--- src/rtl/ldst_buf_arb.sv ---
module ldst_buf_arb #(
  parameter int AW     = 12,
  parameter int QDEPTH = 4
) (
  input  logic              clk,
  input  logic              rst_n,
  input  logic              ld0_valid,
  input  logic [AW-1:0]     ld0_addr,
  input  logic              ld1_valid,
  input  logic [AW-1:0]     ld1_addr,
  input  logic              st0_valid,
  input  logic [AW-5:0]     st0_row,
  input  logic [127:0]      st0_data,
  input  logic              st1_valid,
  input  logic [AW-5:0]     st1_row,
  input  logic [127:0]      st1_data,
  output logic              stall,
  output logic              ld0_dv,
  output logic [127:0]      ld0_data,
  output logic              ld1_dv,
  output logic [127:0]      ld1_data,
  output logic              mem_en,
  output logic              mem_we,
  output logic [AW-5:0]     mem_row,
  output logic [127:0]      mem_wdata,
  input  logic [255:0]      mem_rdata
);
  localparam int RW = AW - 4;
  localparam int PW = $clog2(QDEPTH);
  localparam int CW = $clog2(QDEPTH + 1);
  localparam int NW = CW + 1;

  logic [1:0]    bvalid, pend, dv, lv, miss, ovl, rdv;
  logic [RW-1:0] brow [2];
  logic [255:0]  bdata [2];
  logic [4:0]    off [2];
  logic [AW-1:0] la [2];
  logic [AW-1:0] diff [2];
  logic [127:0]  data [2];
  logic [RW-1:0] q_row [QDEPTH];
  logic [127:0]  q_dat [QDEPTH];
  logic [PW-1:0] head, tail0, tail1;
  logic [CW-1:0] count;
  logic [NW-1:0] need;
  logic          qfull, drain_first, rd0, rd1, wr, acc;

  assign lv    = {ld1_valid, ld0_valid};
  assign la[0] = ld0_addr;
  assign la[1] = ld1_addr;

  for (genvar p = 0; p < 2; p++) begin : g_port
    logic [QDEPTH-1:0] hitq;
    logic [255:0]      src;
    assign diff[p] = la[p] - {brow[p], 4'b0000};
    assign miss[p] = lv[p] && !(bvalid[p] && diff[p] <= AW'(16));
    for (genvar e = 0; e < QDEPTH; e++) begin : g_ent
      logic [PW-1:0] slot;
      assign slot    = head + PW'(e);
      assign hitq[e] = (CW'(e) < count) &&
                       (q_row[slot] == la[p][AW-1:4] || q_row[slot] == la[p][AW-1:4] + RW'(1));
    end
    assign ovl[p]  = miss[p] && |hitq;
    assign src     = pend[p] ? mem_rdata : bdata[p];
    assign data[p] = src[{off[p], 3'b000} +: 128];
  end

  assign need        = NW'(count) + NW'(st0_valid) + NW'(st1_valid);
  assign qfull       = need > NW'(QDEPTH);
  assign drain_first = (|ovl) || qfull;
  assign stall       = drain_first || (miss[0] && miss[1]);
  assign acc         = !stall;
  assign wr          = (count != '0) && (drain_first || !(miss[0] || miss[1]));
  assign rd0         = !drain_first && miss[0];
  assign rd1         = !drain_first && miss[1] && !miss[0];
  assign rdv         = {rd1, rd0};

  assign mem_en    = wr || rd0 || rd1;
  assign mem_we    = wr;
  assign mem_row   = wr ? q_row[head] : (rd0 ? la[0][AW-1:4] : la[1][AW-1:4]);
  assign mem_wdata = q_dat[head];

  assign tail0 = head + PW'(count);
  assign tail1 = tail0 + PW'(st0_valid);

  assign ld0_dv   = dv[0];
  assign ld1_dv   = dv[1];
  assign ld0_data = data[0];
  assign ld1_data = data[1];

  always_ff @(posedge clk or negedge rst_n) begin
    if (!rst_n) begin
      bvalid <= '0;
      pend   <= '0;
      dv     <= '0;
      head   <= '0;
      count  <= '0;
    end else begin
      pend   <= rdv;
      dv     <= acc ? lv : 2'b00;
      bvalid <= bvalid | rdv;
      head   <= head + PW'(wr);
      count  <= count + (acc ? CW'(st0_valid) + CW'(st1_valid) : CW'(0)) - CW'(wr);
    end
  end

  always_ff @(posedge clk) begin
    for (int p = 0; p < 2; p++) begin
      if (pend[p]) bdata[p] <= mem_rdata;
      if (rdv[p])  brow[p]  <= la[p][AW-1:4];
      if (acc)     off[p]   <= rdv[p] ? {1'b0, la[p][3:0]} : diff[p][4:0];
    end
    if (acc && st0_valid) begin
      q_row[tail0] <= st0_row;
      q_dat[tail0] <= st0_data;
    end
    if (acc && st1_valid) begin
      q_row[tail1] <= st1_row;
      q_dat[tail1] <= st1_data;
    end
  end

  a_r4_one_access: assert property (@(posedge clk) disable iff (!rst_n)
    $onehot0({rd0, rd1, wr}));
  a_r4_pair_stall: assert property (@(posedge clk) disable iff (!rst_n)
    (miss[0] && miss[1]) |-> stall);
  a_r2_hit_quiet: assert property (@(posedge clk) disable iff (!rst_n)
    (!miss[0] && !miss[1]) |-> !(mem_en && !mem_we));
  a_r3_refill_then_hit: assert property (@(posedge clk) disable iff (!rst_n)
    (stall && rd0) |=> (!$stable(ld0_addr) || !ld0_valid || !miss[0]));
  a_r6_drain_idle: assert property (@(posedge clk) disable iff (!rst_n)
    (count != '0 && !ld0_valid && !ld1_valid && !st0_valid && !st1_valid)
      |=> (count == $past(count) - CW'(1)));
  a_r7_no_overflow: assert property (@(posedge clk) disable iff (!rst_n)
    count <= CW'(QDEPTH));
  a_r8_drain_before_refill: assert property (@(posedge clk) disable iff (!rst_n)
    (|ovl) |-> (mem_en && mem_we && stall));
endmodule

--- config.mk ---
export PLATFORM = sky130hd
export DESIGN_NAME = ldst_buf_arb
export DESIGN_NICKNAME = d
export VERILOG_FILES = /design/src/rtl/ldst_buf_arb.sv
export SDC_FILE = /design/constraint.sdc
export NUM_CORES = 2
export LEC_CHECK = 0
export ABC_AREA = 1
export CORE_MARGIN = 10
export CORE_UTILIZATION = 30
export DETAILED_ROUTE_END_ITERATION = 16
export DONT_BUFFER_PORTS = 1
export GPL_TIMING_DRIVEN = 0
export SYNTH_ARGS = -nofsm -noshare
export SYNTH_HDL_FRONTEND = slang
export SYNTH_SLANG_ARGS = --single-unit
--- constraint.sdc ---
create_clock -name clk -period 6.2 [get_ports clk]
set_input_delay 0.62 -clock clk [delete_from_list [all_inputs] [get_ports clk]]
set_output_delay 0.62 -clock clk [all_outputs]
set_load 0.02 [all_outputs]
==> qor.tcl <==
set qor(detail_route.drc_violations) 0
set qor(timing.hold.worst.class) {in -> reg}
set qor(yosysTopAreaCellShare_pct) 23.9
set qor(grt_remaining_overflow) 0
set qor(dp_hpwl_um) 484000
set qor(dominantRegCellSynth) {sky130_fd_sc_hd__edfxtp_1}
set qor(wirelength_um) 605000
set qor(postSynth.asyncResetShare_pct) 1.01
set qor(violations) {capacitance limit, slew limit, setup timing}
set qor(synthesis.yosys.warnings) 0
set qor(placement.setup.worst_slack_ns) -0.158
set qor(tritoncts_num_sinks) 1093
set qor(post-route-period-util_pct) 106
set qor(dr.pass1.iters) 10
set qor(synthDistinctLibCells) 43
set qor(grt_util_all_layers_pct) 44.2
set qor(layout.nets) 11800
set qor(r2r_cells) 16
set qor(clock_tree.buffer_depth) 3
set qor(ys_seq_elements) 1093
set qor(syn_area_um2) 71700
set qor(drt_iter0_markers) 15300
set qor(first_global_vias) 82300
set qor(root_buffer) {sky130_fd_sc_hd__clkbuf_16}
set qor(setup-violations-final) 155
set qor(final_ant_viol_nets) 0
set qor(die_area_um2) 259000
set qor(maxClockFrequency_mhz) 152
set qor(design.core.area_um2) 238000
set qor(grt_max_degree) 90
set qor(worstSkewPairLatency_ns) 0.83
set qor(worst-slew-pin-transition_ns) 1.66
set qor(route.detailed.wl_per_inst_um) 41.2
set qor(setup_slack_ns) -0.400
set qor(max_cap_check_violation_count) 17
set qor(wire_length_of_the_first_global_routing_pass_um) 780000
set qor(routabilityCongestion) 1.13
set qor(fin_tns_setup_ns) -22.44
set qor(fin_worst_hold_slack_ns) 0.0331
set qor(via_per_inst) 6.21
set qor(initial_core_util_pct) 30.2
set qor(drive_gt1_share_pct) 4.64
set qor(worst_setup_path_endpoint) {ld0_data[111]}
set qor(h_tree_depth) 4
set qor(netlist_top_cells_area) {sky130_fd_sc_hd__edfxtp_1 (24%), sky130_fd_sc_hd__nand2_1 (22%), sky130_fd_sc_hd__dfxtp_1 (14%)}
set qor(final_core_utilization_pct) 36.3
set qor(fp.dieW_um) 509
set qor(critPathLaunch) {pend[0]}
set qor(critical_path.reg2reg.endpoint) {q_dat[2][54]}
set qor(cp.required_ns) 5.58
set qor(crit_path_max_fanout) 10
set qor(final.fill_count) 26300
set qor(run_status) {finished with violations}
set qor(synth_nets) 11100
set qor(critPathArrivalTime_ns) 5.98
set qor(period_needed_ns) 6.60
set qor(die_h_um) 509
set qor(slew-limit-headroom_pct) -11.8
set qor(most_common_library_cells_after_synthesis) {sky130_fd_sc_hd__nand2_1 (4259), sky130_fd_sc_hd__o21ai_0 (1238), sky130_fd_sc_hd__nand3_1 (1116)}
set qor(synth.avg_cell_area_um2) 6.80
set qor(hold_violations) 0
set qor(postSynthCellCount) 10500
set qor(sequential_fraction_of_the_synthesis_area_pct) 38.5
set qor(synthDominantAreaCellType) {sky130_fd_sc_hd__edfxtp_1}
set qor(area_growth_pct) 20.2
set qor(synth_most_common_cell) {sky130_fd_sc_hd__nand2_1}
set qor(critPathLaunchType) {flip-flop}
set qor(detailroute.via_count) 91200
set qor(clkSlewWorstSetupHoldPaths_ns) 0.06
set qor(worst_r2r_startpoint) {brow[0][0]}
set qor(antenna_found_initial) 212
set qor(clock_tree_from_tritoncts) {yes}
set qor(synth-edff-count) 570
set qor(floorplan.rows) 179
set qor(drv_slew) 46
set qor(setup_skew_after_layout_ns) 0.0601
set qor(worst-r2r-setup-slack_ns) 0.43
set qor(cts_buffers) 132
set qor(num_io_pins) 955
set qor(port-buffer-count) 0
set qor(timing.critical_path.to_type) {output pin}
set qor(crit_type) {reg -> out}
## critical path, stage by stage, from the launching register on
cell                       delay, ns
sky130_fd_sc_hd__dfrtp_1        0.83
sky130_fd_sc_hd__clkinv_1       0.32
sky130_fd_sc_hd__clkbuf_1       0.51
sky130_fd_sc_hd__clkbuf_1       0.39
sky130_fd_sc_hd__nand2_1        0.15
sky130_fd_sc_hd__nand2_1        0.07
sky130_fd_sc_hd__o21ai_0        1.23
sky130_fd_sc_hd__mux2i_2        0.42
sky130_fd_sc_hd__mux2i_1        0.63
sky130_fd_sc_hd__nand2_1        0.12
sky130_fd_sc_hd__nand3_1        0.10
sky130_fd_sc_hd__o21ai_0        0.40
## worst min-delay path by stage
stage / from / cells after the start / endpoint
after floorplan: rst_n / 0 / bvalid[0]
after global placement: rst_n / 0 / dv[1]
after detailed placement: rst_n / 0 / dv[1]
after CTS: st1_data[93] / 2 / q_dat[3][93]
after global routing: mem_rdata[36] / 2 / bdata[0][36]
final: st0_data[75] / 2 / q_dat[2][75]
## sequential cells by signal, summed over array words and instances, names as in the netlist
signal,flops
bvalid,2
pend,2
off,10
q_dat,512
bdata,512
q_row,32
brow,16
head,2
count,3
dv,2
## metrics by stage
| stage | instances | instance area (um^2) |
|---|---|---|
| after global placement | 13700 | 75700 |
| after CTS | 14400 | 85500 |
| after detailed placement | 13700 | 75900 |
| after floorplan | 10500 | 71700 |
| after global routing | 14600 | 86000 |
| final | 14700 | 86200 |
## final cells by class
class | instances | area (um^2) | area share (%)
inverters | 349 | 1310 | 1.52
clock inverters | 67 | 840 | 0.974
clock buffers | 167 | 3580 | 4.16
plain buffers | 894 | 3830 | 4.44
diodes | 238 | 596 | 0.691
flip-flops and latches | 1093 | 27600 | 32.1
well taps | 3167 | 3960 | 4.60
multi-input cells | 8204 | 39300 | 45.6
repair buffers | 508 | 5130 | 5.95
## placed cells by master (no fill, tap or decap), types with 9 or more instances in the layout
cell type and instances:
sky130_fd_sc_hd__a22oi_1 131, sky130_fd_sc_hd__a221o_1 12, sky130_fd_sc_hd__nand4_1 574, sky130_fd_sc_hd__xnor2_1 11, sky130_fd_sc_hd__clkbuf_16 132, sky130_fd_sc_hd__dfxtp_1 512, sky130_fd_sc_hd__inv_1 332, sky130_fd_sc_hd__mux2i_1 247
sky130_fd_sc_hd__clkinv_2 25, sky130_fd_sc_hd__diode_2 238, sky130_fd_sc_hd__clkinv_1 20, sky130_fd_sc_hd__clkbuf_1 568, sky130_fd_sc_hd__nand3_1 1116, sky130_fd_sc_hd__or2_2 38, sky130_fd_sc_hd__a21oi_1 99, sky130_fd_sc_hd__buf_1 153
sky130_fd_sc_hd__o21ai_0 1143, sky130_fd_sc_hd__buf_2 108, sky130_fd_sc_hd__dlygate4sd3_1 490, sky130_fd_sc_hd__o21ai_1 94, sky130_fd_sc_hd__xor2_1 12, sky130_fd_sc_hd__o22ai_1 30, sky130_fd_sc_hd__inv_2 11, sky130_fd_sc_hd__buf_6 30
sky130_fd_sc_hd__clkinv_16 10, sky130_fd_sc_hd__o211ai_1 21, sky130_fd_sc_hd__clkbuf_8 15, sky130_fd_sc_hd__nand2_1 4255, sky130_fd_sc_hd__o221ai_1 121, sky130_fd_sc_hd__mux2i_2 17, sky130_fd_sc_hd__buf_4 26, sky130_fd_sc_hd__bufinv_16 9
sky130_fd_sc_hd__edfxtp_1 570, sky130_fd_sc_hd__clkbuf_2 38, sky130_fd_sc_hd__dfrtp_1 11, sky130_fd_sc_hd__nor2_1 187, sky130_fd_sc_hd__ha_1 24, sky130_fd_sc_hd__o221ai_2 23
## logic make-up (layout without fill, tap and decap cells)
family                   count (synthesis)  after routing  share of synthesized area (%)
AO/OA/AOI/OAI                         1699           1699                           13.4
XOR/XNOR                                23             23                          0.281
adder cells (fa/ha/maj)                 28             28                          0.530
buffers and inverters                 1243           1985                           7.05
flip-flops                            1093           1093                           38.5
multiplexers                           265            265                           3.70
other                                    0            238                              0
AND/OR/NAND/NOR                       6189           6189                           36.5
## per-layer routing
layer,up-vias,part of all wire [%],track usage (%)
met1,43500,35,51.1
li1,37700,-,-
met5,-,0.071,0
met3,2155,13,17.2
met4,64,11,38.2
met2,7841,40,63.7
## repair_timing
action | 4_1_cts | 5_1_grt
hold buffers | 490 | 0
setup buffers | 0 | 0
gates resized for setup | 121 | 70
endpoints found under the setup margin | 208 | 99
hold endpoints to repair | 885 | 0
pin swaps | 0 | 0
Power is not shown: default switching activity piles up to over one toggle a cycle in this logic, so the estimate is an artifact.
